File: src/rtl/mtmr_pkg.sv
`timescale 1ns/1ps
package mtmr_pkg;

    localparam int CNT_W  = 32;
    localparam int CTL_W  = 32;
    localparam int ADDR_W = 4;

    // channel register byte addresses (word offset << 2)
    localparam logic [ADDR_W-1:0] A_CSR = 4'h0;
    localparam logic [ADDR_W-1:0] A_CNT = 4'h4;
    localparam logic [ADDR_W-1:0] A_COR = 4'h8;
    localparam logic [ADDR_W-1:0] A_RUN = 4'h0;

    // control/status bit positions
    localparam int B_MF   = 15;
    localparam int B_OVF  = 14;
    localparam int B_MODE = 8;
    localparam int B_IE   = 7;
    localparam int B_REQ  = 4;
    localparam int B_CKS  = 0;

    localparam logic [1:0] REQ_IRQ = 2'd2;

    typedef enum logic [2:0] {
        CK_OFF0 = 3'd0,
        CK_OFF1 = 3'd1,
        CK_OFF2 = 3'd2,
        CK_OFF3 = 3'd3,
        CK_D8   = 3'd4,
        CK_D32  = 3'd5,
        CK_D128 = 3'd6,
        CK_D1   = 3'd7
    } cksel_e;

    typedef enum logic [1:0] {
        SY_IDLE = 2'd0,
        SY_ARM  = 2'd1,
        SY_LOAD = 2'd2
    } sync_e;

endpackage

File: src/rtl/mtmr_prescaler.sv
`timescale 1ns/1ps
module mtmr_prescaler #(
    parameter int PRE_W = 7
) (
    input  logic       clk,
    input  logic       rst_n,
    input  logic       run,
    input  logic       ref_tick,
    input  logic [2:0] cks,
    output logic       cnt_tick
);
    import mtmr_pkg::*;

    logic [PRE_W-1:0] pre_q;
    logic [PRE_W-1:0] lim;
    logic             sel_on;

    always_comb begin
        lim    = '0;
        sel_on = 1'b1;
        unique case (cksel_e'(cks))
            CK_D1:   lim = PRE_W'(0);
            CK_D8:   lim = PRE_W'(7);
            CK_D32:  lim = PRE_W'(31);
            CK_D128: lim = PRE_W'(127);
            default: sel_on = 1'b0;
        endcase
    end

    always_ff @(posedge clk or negedge rst_n) begin
        if (!rst_n)
            pre_q <= '0;
        else if (!run || !sel_on)
            pre_q <= '0;
        else if (ref_tick)
            pre_q <= (pre_q >= lim) ? '0 : pre_q + 1'b1;
    end

    assign cnt_tick = run && sel_on && ref_tick && (pre_q >= lim);

endmodule

File: src/rtl/mtmr_wr_sync.sv
`timescale 1ns/1ps
module mtmr_wr_sync #(
    parameter int W = 32
) (
    input  logic         clk,
    input  logic         rst_n,
    input  logic         wr,
    input  logic [W-1:0] wdata,
    input  logic         ref_tick,
    output logic         apply,
    output logic [W-1:0] apply_val
);
    import mtmr_pkg::*;

    sync_e        st_q, st_d;
    logic [W-1:0] hold_q;

    // next-state logic
    always_comb begin
        st_d = st_q;
        unique case (st_q)
            SY_IDLE: if (wr) st_d = SY_ARM;
            SY_ARM:  if (wr) st_d = SY_ARM;
                     else if (ref_tick) st_d = SY_LOAD;
            SY_LOAD: if (wr) st_d = SY_ARM;
                     else if (ref_tick) st_d = SY_IDLE;
            default: st_d = SY_IDLE;
        endcase
    end

    // state register and held value
    always_ff @(posedge clk or negedge rst_n) begin
        if (!rst_n) begin
            st_q   <= SY_IDLE;
            hold_q <= '0;
        end else begin
            st_q <= st_d;
            if (wr) hold_q <= wdata;
        end
    end

    // outputs
    always_comb begin
        apply     = 1'b0;
        apply_val = hold_q;
        unique case (st_q)
            SY_LOAD: apply = ref_tick && !wr;
            default: apply = 1'b0;
        endcase
    end

endmodule

File: src/rtl/mtmr_core.sv
`timescale 1ns/1ps
module mtmr_core #(
    parameter int W = 32
) (
    input  logic         clk,
    input  logic         rst_n,
    input  logic         tick,
    input  logic         apply,
    input  logic [W-1:0] apply_val,
    input  logic [W-1:0] cor,
    input  logic         periodic,
    input  logic         flag_wr,
    input  logic         keep_mf,
    input  logic         keep_ovf,
    output logic [W-1:0] cnt,
    output logic         mf,
    output logic         ovf
);
    logic [W-1:0] cnt_q;
    logic         mf_q, ovf_q;
    logic         hit, top, mf_set, ovf_set;

    assign hit     = (cnt_q == cor);
    assign top     = &cnt_q;
    assign mf_set  = tick && hit;
    assign ovf_set = tick && top && !hit;

    always_ff @(posedge clk or negedge rst_n) begin
        if (!rst_n)
            cnt_q <= '0;
        else if (apply)
            cnt_q <= apply_val;
        else if (tick)
            cnt_q <= (periodic && hit) ? '0 : cnt_q + 1'b1;
    end

    // hardware set has priority over a software clear
    always_ff @(posedge clk or negedge rst_n) begin
        if (!rst_n) begin
            mf_q  <= 1'b0;
            ovf_q <= 1'b0;
        end else begin
            mf_q  <= mf_set  || (mf_q  && !(flag_wr && !keep_mf));
            ovf_q <= ovf_set || (ovf_q && !(flag_wr && !keep_ovf));
        end
    end

    assign cnt = cnt_q;
    assign mf  = mf_q;
    assign ovf = ovf_q;

endmodule

File: src/rtl/match_timer.sv
`timescale 1ns/1ps
module match_timer #(
    parameter int CH_INDEX = 0,
    parameter int PRE_W    = 7
) (
    input  logic                      clk,
    input  logic                      rst_n,
    input  logic                      ref_tick,
    input  logic                      glb_sel,
    input  logic [mtmr_pkg::ADDR_W-1:0] bus_addr,
    input  logic                      bus_wr,
    input  logic [mtmr_pkg::CTL_W-1:0] bus_wdata,
    output logic [mtmr_pkg::CTL_W-1:0] bus_rdata,
    output logic                      irq
);
    import mtmr_pkg::*;

    localparam logic [CNT_W-1:0] COR_RST = {CNT_W{1'b1}};

    logic             run_q;
    logic             mode_q, ie_q;
    logic [1:0]       req_q;
    logic [2:0]       cks_q;
    logic [CNT_W-1:0] cor_q;

    logic             wr_run, wr_csr, wr_cnt, wr_cor;
    logic             tick, apply;
    logic [CNT_W-1:0] apply_val, cnt;
    logic             mf, ovf;

    assign wr_run = bus_wr &&  glb_sel && (bus_addr == A_RUN);
    assign wr_csr = bus_wr && !glb_sel && (bus_addr == A_CSR);
    assign wr_cnt = bus_wr && !glb_sel && (bus_addr == A_CNT);
    assign wr_cor = bus_wr && !glb_sel && (bus_addr == A_COR);

    always_ff @(posedge clk or negedge rst_n) begin
        if (!rst_n) begin
            run_q  <= 1'b0;
            mode_q <= 1'b0;
            ie_q   <= 1'b0;
            req_q  <= '0;
            cks_q  <= '0;
            cor_q  <= COR_RST;
        end else begin
            if (wr_run) run_q <= bus_wdata[CH_INDEX];
            if (wr_csr) begin
                mode_q <= bus_wdata[B_MODE];
                ie_q   <= bus_wdata[B_IE];
                req_q  <= bus_wdata[B_REQ +: 2];
                cks_q  <= bus_wdata[B_CKS +: 3];
            end
            if (wr_cor) cor_q <= bus_wdata[CNT_W-1:0];
        end
    end

    mtmr_prescaler #(.PRE_W(PRE_W)) u_pre (
        .clk      (clk),
        .rst_n    (rst_n),
        .run      (run_q),
        .ref_tick (ref_tick),
        .cks      (cks_q),
        .cnt_tick (tick)
    );

    mtmr_wr_sync #(.W(CNT_W)) u_sync (
        .clk       (clk),
        .rst_n     (rst_n),
        .wr        (wr_cnt),
        .wdata     (bus_wdata[CNT_W-1:0]),
        .ref_tick  (ref_tick),
        .apply     (apply),
        .apply_val (apply_val)
    );

    mtmr_core #(.W(CNT_W)) u_core (
        .clk       (clk),
        .rst_n     (rst_n),
        .tick      (tick),
        .apply     (apply),
        .apply_val (apply_val),
        .cor       (cor_q),
        .periodic  (mode_q),
        .flag_wr   (wr_csr),
        .keep_mf   (bus_wdata[B_MF]),
        .keep_ovf  (bus_wdata[B_OVF]),
        .cnt       (cnt),
        .mf        (mf),
        .ovf       (ovf)
    );

    always_comb begin
        bus_rdata = '0;
        if (glb_sel) begin
            if (bus_addr == A_RUN) bus_rdata[CH_INDEX] = run_q;
        end else begin
            unique case (bus_addr)
                A_CSR: begin
                    bus_rdata[B_MF]       = mf;
                    bus_rdata[B_OVF]      = ovf;
                    bus_rdata[B_MODE]     = mode_q;
                    bus_rdata[B_IE]       = ie_q;
                    bus_rdata[B_REQ +: 2] = req_q;
                    bus_rdata[B_CKS +: 3] = cks_q;
                end
                A_CNT:   bus_rdata[CNT_W-1:0] = cnt;
                A_COR:   bus_rdata[CNT_W-1:0] = cor_q;
                default: bus_rdata = '0;
            endcase
        end
    end

    assign irq = mf && ie_q && (req_q == REQ_IRQ);

endmodule

File: config.mk
export PLATFORM = sky130hd
export DESIGN_NAME = match_timer
export DESIGN_NICKNAME = d
export VERILOG_FILES = /design/src/rtl/mtmr_pkg.sv /design/src/rtl/mtmr_prescaler.sv /design/src/rtl/mtmr_wr_sync.sv /design/src/rtl/mtmr_core.sv /design/src/rtl/match_timer.sv
export SDC_FILE = /design/constraint.sdc
export NUM_CORES = 1
export LEC_CHECK = 0
export BUFFER_PORTS_ARGS = -buffer_cell sky130_fd_sc_hd__buf_2
export CORE_UTILIZATION = 60
export CTS_BUF_LIST = sky130_fd_sc_hd__clkbuf_4 sky130_fd_sc_hd__clkbuf_8 sky130_fd_sc_hd__clkbuf_16
export CTS_CLUSTER_SIZE = 30
export DETAILED_ROUTE_END_ITERATION = 16
export GPL_ROUTABILITY_DRIVEN = 0
export PLACE_DENSITY = 0.79
export RECOVER_POWER = 100
export SLEW_MARGIN = 20
export SYNTH_ARGS = -nofsm -noshare
export SYNTH_HDL_FRONTEND = slang
export SYNTH_SLANG_ARGS = --single-unit
File: constraint.sdc
create_clock -name clk -period 4.4 [get_ports clk]
set_input_delay 0.88 -clock clk [delete_from_list [all_inputs] [get_ports clk]]
set_output_delay 0.88 -clock clk [all_outputs]
set_load 0.03 [all_outputs]
======== After elaboration in Yosys (flattened, before gate mapping) ========
Cells that the tools add are included.
cells by class
  magnitude comparators ................... 1
  equal/unequal tests ..................... 13
  $add $sub $neg .......................... 2
  multiplexer cells ....................... 26
  reduce and logical (&&, ||, !) cells .... 39
operator list
  cell                                                   count
  2-to-1 mux 32 bit                                      3
  adder 32 x 1 -> 32 bit, second input constant          1
  equality test 32 bit                                   1
  one-hot mux 16 bit (2 select lines)                    1
  AND reduction 32 bit                                   1
  2-to-1 mux 31 bit                                      1
  one-hot mux 2 bit (3 select lines)                     4
  2-to-1 mux 7 bit                                       3
  one-hot mux 7 bit (3 select lines)                     1
  logical AND 1 bit                                      20
  equality test 3 bit, second input constant             4
  2-to-1 mux 2 bit                                       5
  one-hot mux 5 bit (2 select lines)                     1
  logical NOT 1 bit                                      9
  one-hot mux 3 bit (3 select lines)                     1
  adder 7 x 1 -> 7 bit, second input constant            1
  >= comparator 7 bit                                    1
  inequality test 3 x 2 -> 1 bit, second input constant  2
  equality test 2 bit, second input constant             2
  equality test 4 x 3 -> 1 bit, second input constant    1
  equality test 4 bit, second input constant             1
  logical NOT 4 bit                                      1
  2-to-1 mux 1 bit                                       4
  one-hot mux 1 bit (2 select lines)                     2
  7 further kinds                                        10
storage, ports and cells
  flip-flop bits (word level) ............. 115
  output and inout bits ................... 33
  input bits .............................. 41

======== Logic depth before layout (Yosys ltp) ========
  depth after elaboration ................. 9
  depth in mapped cells ................... 11
  depth with buffers taken out ............ 9

======== Hierarchy ========
Synthesis repeated with hierarchy kept, for this count alone.
unflattened totals
  cells, all modules ...................... 613
  area total of the unflattened synthesis .. 6816.5 sq um
by module, submodules not included
  module          sequential area each (sq um)  instances  area each (sq um)  cells each
  mtmr_core       850.8                         1          2652.5             301
  match_timer     1041.0                        1          2113.3             166
  mtmr_wr_sync    850.8                         1          1427.6             76
  mtmr_prescaler  175.2                         1          623.1              70

======== Least setup slack after synthesis ========
OpenSTA, ideal clock, no wires.
  kind .................................... in2out
  start point ............................. input bus_addr[1] (netlist name)
  end point ............................... output bus_rdata[0] (netlist name)
  data arrival time ....................... 2.586 ns
  stages on the path ...................... 5
  buffers on the path ..................... 1
  path slack .............................. 0.934 ns
  path through ............................ or2_2 -> nor3b_2 -> clkbuf_1 -> a22oi_1 -> o21ai_0
between the ends
  word-level cells in the longest chain between the ends .. 3
  elaborated cells between the ends (all ways) .. 6
ends and longest elaborated chain
  element                                                                 RTL line                              source
  from (decl)                                                             match_timer.sv:10                     input logic [mtmr_pkg::ADDR_W-1:0] bus_addr,
  equality test 4 bit, or another cell as far along                       match_timer.sv:96                     unique case (bus_addr)
  one-hot mux 3 bit (3 select lines) or 2-to-1 mux 1 bit (tied branches)  match_timer.sv:96, match_timer.sv:94
  2-to-1 mux 1 bit (*)                                                    match_timer.sv:93                     if (glb_sel) begin
  to (decl)                                                               match_timer.sv:13                     output logic [mtmr_pkg::CTL_W-1:0] bus_rdata,
Every way passes the cells marked *; elsewhere a longest branch is shown, timed or not.

======== Final worst setup path ========
  start point ............................. input glb_sel
  end point ............................... output bus_rdata[0] (netlist name)
between the ends
  word-level cells in the longest chain between the ends .. 1
ends and longest elaborated chain
  element           RTL line           source
  from (decl)       match_timer.sv:9   input logic glb_sel,
  2-to-1 mux 1 bit  match_timer.sv:93
Every way passes these cells.

==> impl_results.md <==
* Seq. cell area at 2920 um2
* Num CTS Buffers at 17
* Cells after synthesis at 673
* 1st-iter DRT viols at 603
* DP Area at 7030 um2
* Area fraction of the dominant cell type after synthesis at 31.6%
* Maximum vdd drop at 0.416 mV
* Core ar. at 10500 um2
* Clock Tree Buf Depth at 2
* Period minus WS final at 3.78 ns
* Clock latency on the worst-skew pair at 0.53 ns
* Ys async rst share at 100%
* Status: finished, violations left
* Post-route ant nets at 0
* Antenna violations before repair at 0
* Synthesized net count at 721
* Detail Placement HPWL at 11800 um
* Share of cells above drive strength 1 at 25.2%
* Placed Instances at 843
* Power per cell area at 495 nW/um2
* DRT Pass-1 Iters at 6
* Synth warn at 0
* Multi-input logic area at 3400 um2
* Ys flop type: dfrtp_1
* Biggest area consumer among synthesized cells: dfrtp_1
* Pre-CTS WS at 1.02 ns
* Worst Path Arrival at 2.90 ns
* Final period util at 85.9%
* Failing checks: max-capacitance violations, max-slew violations
* DIE AREA at 11400 um2
* Worst-path clk slew at 0.05 ns
* Non-Filler Instances at 875
* Worst setup margin at 0.620 ns
* Vias after detailed routing at 5943
* Met1 Track Usage GR at 44.5%
* Max Slew Vio Count at 92
* Slew HR at -124%
* Final hold violation count at 0
* Die width at 107 um
* Hold Crit Class: flop to flop
* Netlist Area Pre-Place at 6580 um2
* Met2 capacity usage during global routing at 51.2%
* I/O pins at 74
* Commonest non-fill, non-tap cell in the layout: dfrtp_1
* Sequential-to-total area share from yosys stat at 44.4%
* Avg WL per Cell at 21.0 um
* CTS tree: yes
* Worst slew pin tran at 3.36 ns
* Post-synth EDFFs at 0
* Final instance area at 7500 um2
* Nets@finish at 774
* Synth cell types at 49
* PortBufs at 73
* Largest net degree at the start of global routing at 61
* Vias in the first global route at 5740
* Achievable frequency at 265 MHz
* Filler instances at 819
* CP startpoint kind: input port
* Gr ovfl total at 0
* Post_cts resized at 0
* DR DRC count at 0
* Total global-route track usage at 33.9%
* Setup violators final at 0
* LEAKAGE at 3.01 nW
* Drt total wl at 18400 um
* Area contributors post-synth: dfrtp_1, dfstp_2, mux2_2, a31oi_1, xnor2_1
* CP endpoint kind: output port
* Overall power at 0.00372 W
* RSZ-0062 raised after global routing: no
* Total negative setup slack at 0 ns
* Global-route wire length before repair at 29300 um
* Max FO, Critical Path at 27
* Clock root buffer: clkbuf_8
* Area growth syn-to-layout at 14.1%
* GRT met3 Usage at 9.97%
* Starting Density at 62.9%
* Die H at 107 um
* Busiest metal layer after global routing: met2
* Skew final at 0.00713 ns
* Worst Path Required at 3.52 ns
* Avg Cell Area, Syn at 9.78 um2
* Synth Register Bits at 115
* # diodes at 0
* Vias per Instance at 6.79
* TritonCTS Sinks at 115
* Crit Path Class: input port to output port
* MaxCap Viol Count at 2
* Htree depth at 4
* CTS Hold Bufs at 0
* Post-CTS Setup Repair Bufs at 0
* Row cnt at 37
* Most frequent cells in the layout: dfrtp_1, mux2_2, nor2_1
-- final cells by class --
cell class                 count  area share, %
timing repair buffer          86           5.57
multi-input combinational    497           45.3
clock inverter                 5          0.667
tap                          136           2.27
sequential                   115           38.9
inverter                       9          0.450
clock buffer                  27           6.85
-- power breakdown --
group / switching (W) / internal (W) / total, W
Sequential: 0.000333 / 0.00134 / 0.00167
Combinational: 0.000373 / 0.000361 / 0.000735
Clock: 0.000466 / 0.000842 / 0.00131
Total: 0.00117 / 0.00254 / 0.00372
-- cells by family (layout without fill, tap and decap cells) --
group / after synthesis / after routing / share of synthesized area [%]
simple gates: 221 / 221 / 17.8
compound gates: 161 / 161 / 15.6
flops: 115 / 115 / 44.4
mux: 73 / 73 / 12.5
buf+inv: 61 / 127 / 3.82
xor+xnor: 35 / 35 / 4.66
fa+ha+maj: 7 / 7 / 1.33
-- stage by stage --
stage | utilization, % | hold WS [ns]
final | 71.7 | 0.506
after global routing | 71.7 | 0.523
after CTS | 72.6 | 0.445
after detailed placement | 67.2 | 0.496
after global placement | 67.2 | 0.492
after floorplan | - | 0.457
-- cells in the mapped netlist (19+ instances only) --
| cell | number |
|---|---|
| nand4b_1 | 19 |
| o21ai_0 | 38 |
| mux2_2 | 72 |
| a31oi_1 | 49 |
| a22oi_1 | 33 |
| nor2_1 | 68 |
| dfrtp_1 | 83 |
| nand2_1 | 43 |
| dfstp_2 | 32 |
| clkbuf_1 | 30 |
| nand3_1 | 20 |
| xnor2_1 | 34 |
-- layer usage --
layer	up-vias	routed length, um
met5	-	0
met4	0	609
met3	69	1730
met2	350	8580
met1	2903	7450
li1	2621	-
-- registers in the layout, indices dropped and copies added, names as in the netlist --
name	count
cor_q	32
u_core.cnt	32
u_sync.apply_val	32
u_pre.pre_q	7
cks_q	3
req_q	2
u_sync.st_q	2
ie_q	1
mode_q	1
run_q	1
u_core.mf	1
u_core.ovf	1
-- final timing paths --
| path | start | end | slack (ns) | cells after the start |
|---|---|---|---|---|
| max | glb_sel | bus_rdata[0] | 0.62 | 6 |
| min | u_sync.apply_val[2]$_DFFE_PN0P_ | u_sync.apply_val[2]$_DFFE_PN0P_ | 0.51 | 1 |
| max reg2reg | cks_q[1]$_DFFE_PN0P_ | u_core.cnt[18]$_DFFE_PN0P_ | 0.83 | 9 |
| min reg2reg | u_sync.apply_val[2]$_DFFE_PN0P_ | u_sync.apply_val[2]$_DFFE_PN0P_ | 0.51 | 1 |
| max in group asynchronous | rst_n | u_sync.apply_val[23]$_DFFE_PN0P_ | 1.03 | 1 |
| min in group asynchronous | rst_n | u_pre.pre_q[6]$_DFFE_PN0P_ | 1.47 | 1 |
-- worst max-delay path, cell delays in order --
cell and delay (ns):
clkbuf_1 0.99, a211o_1 0.47, o21ai_0 0.15, nand2_1 0.08, o21ai_0 0.09, clkbuf_1 0.23
(Power assumes the default switching activity.)
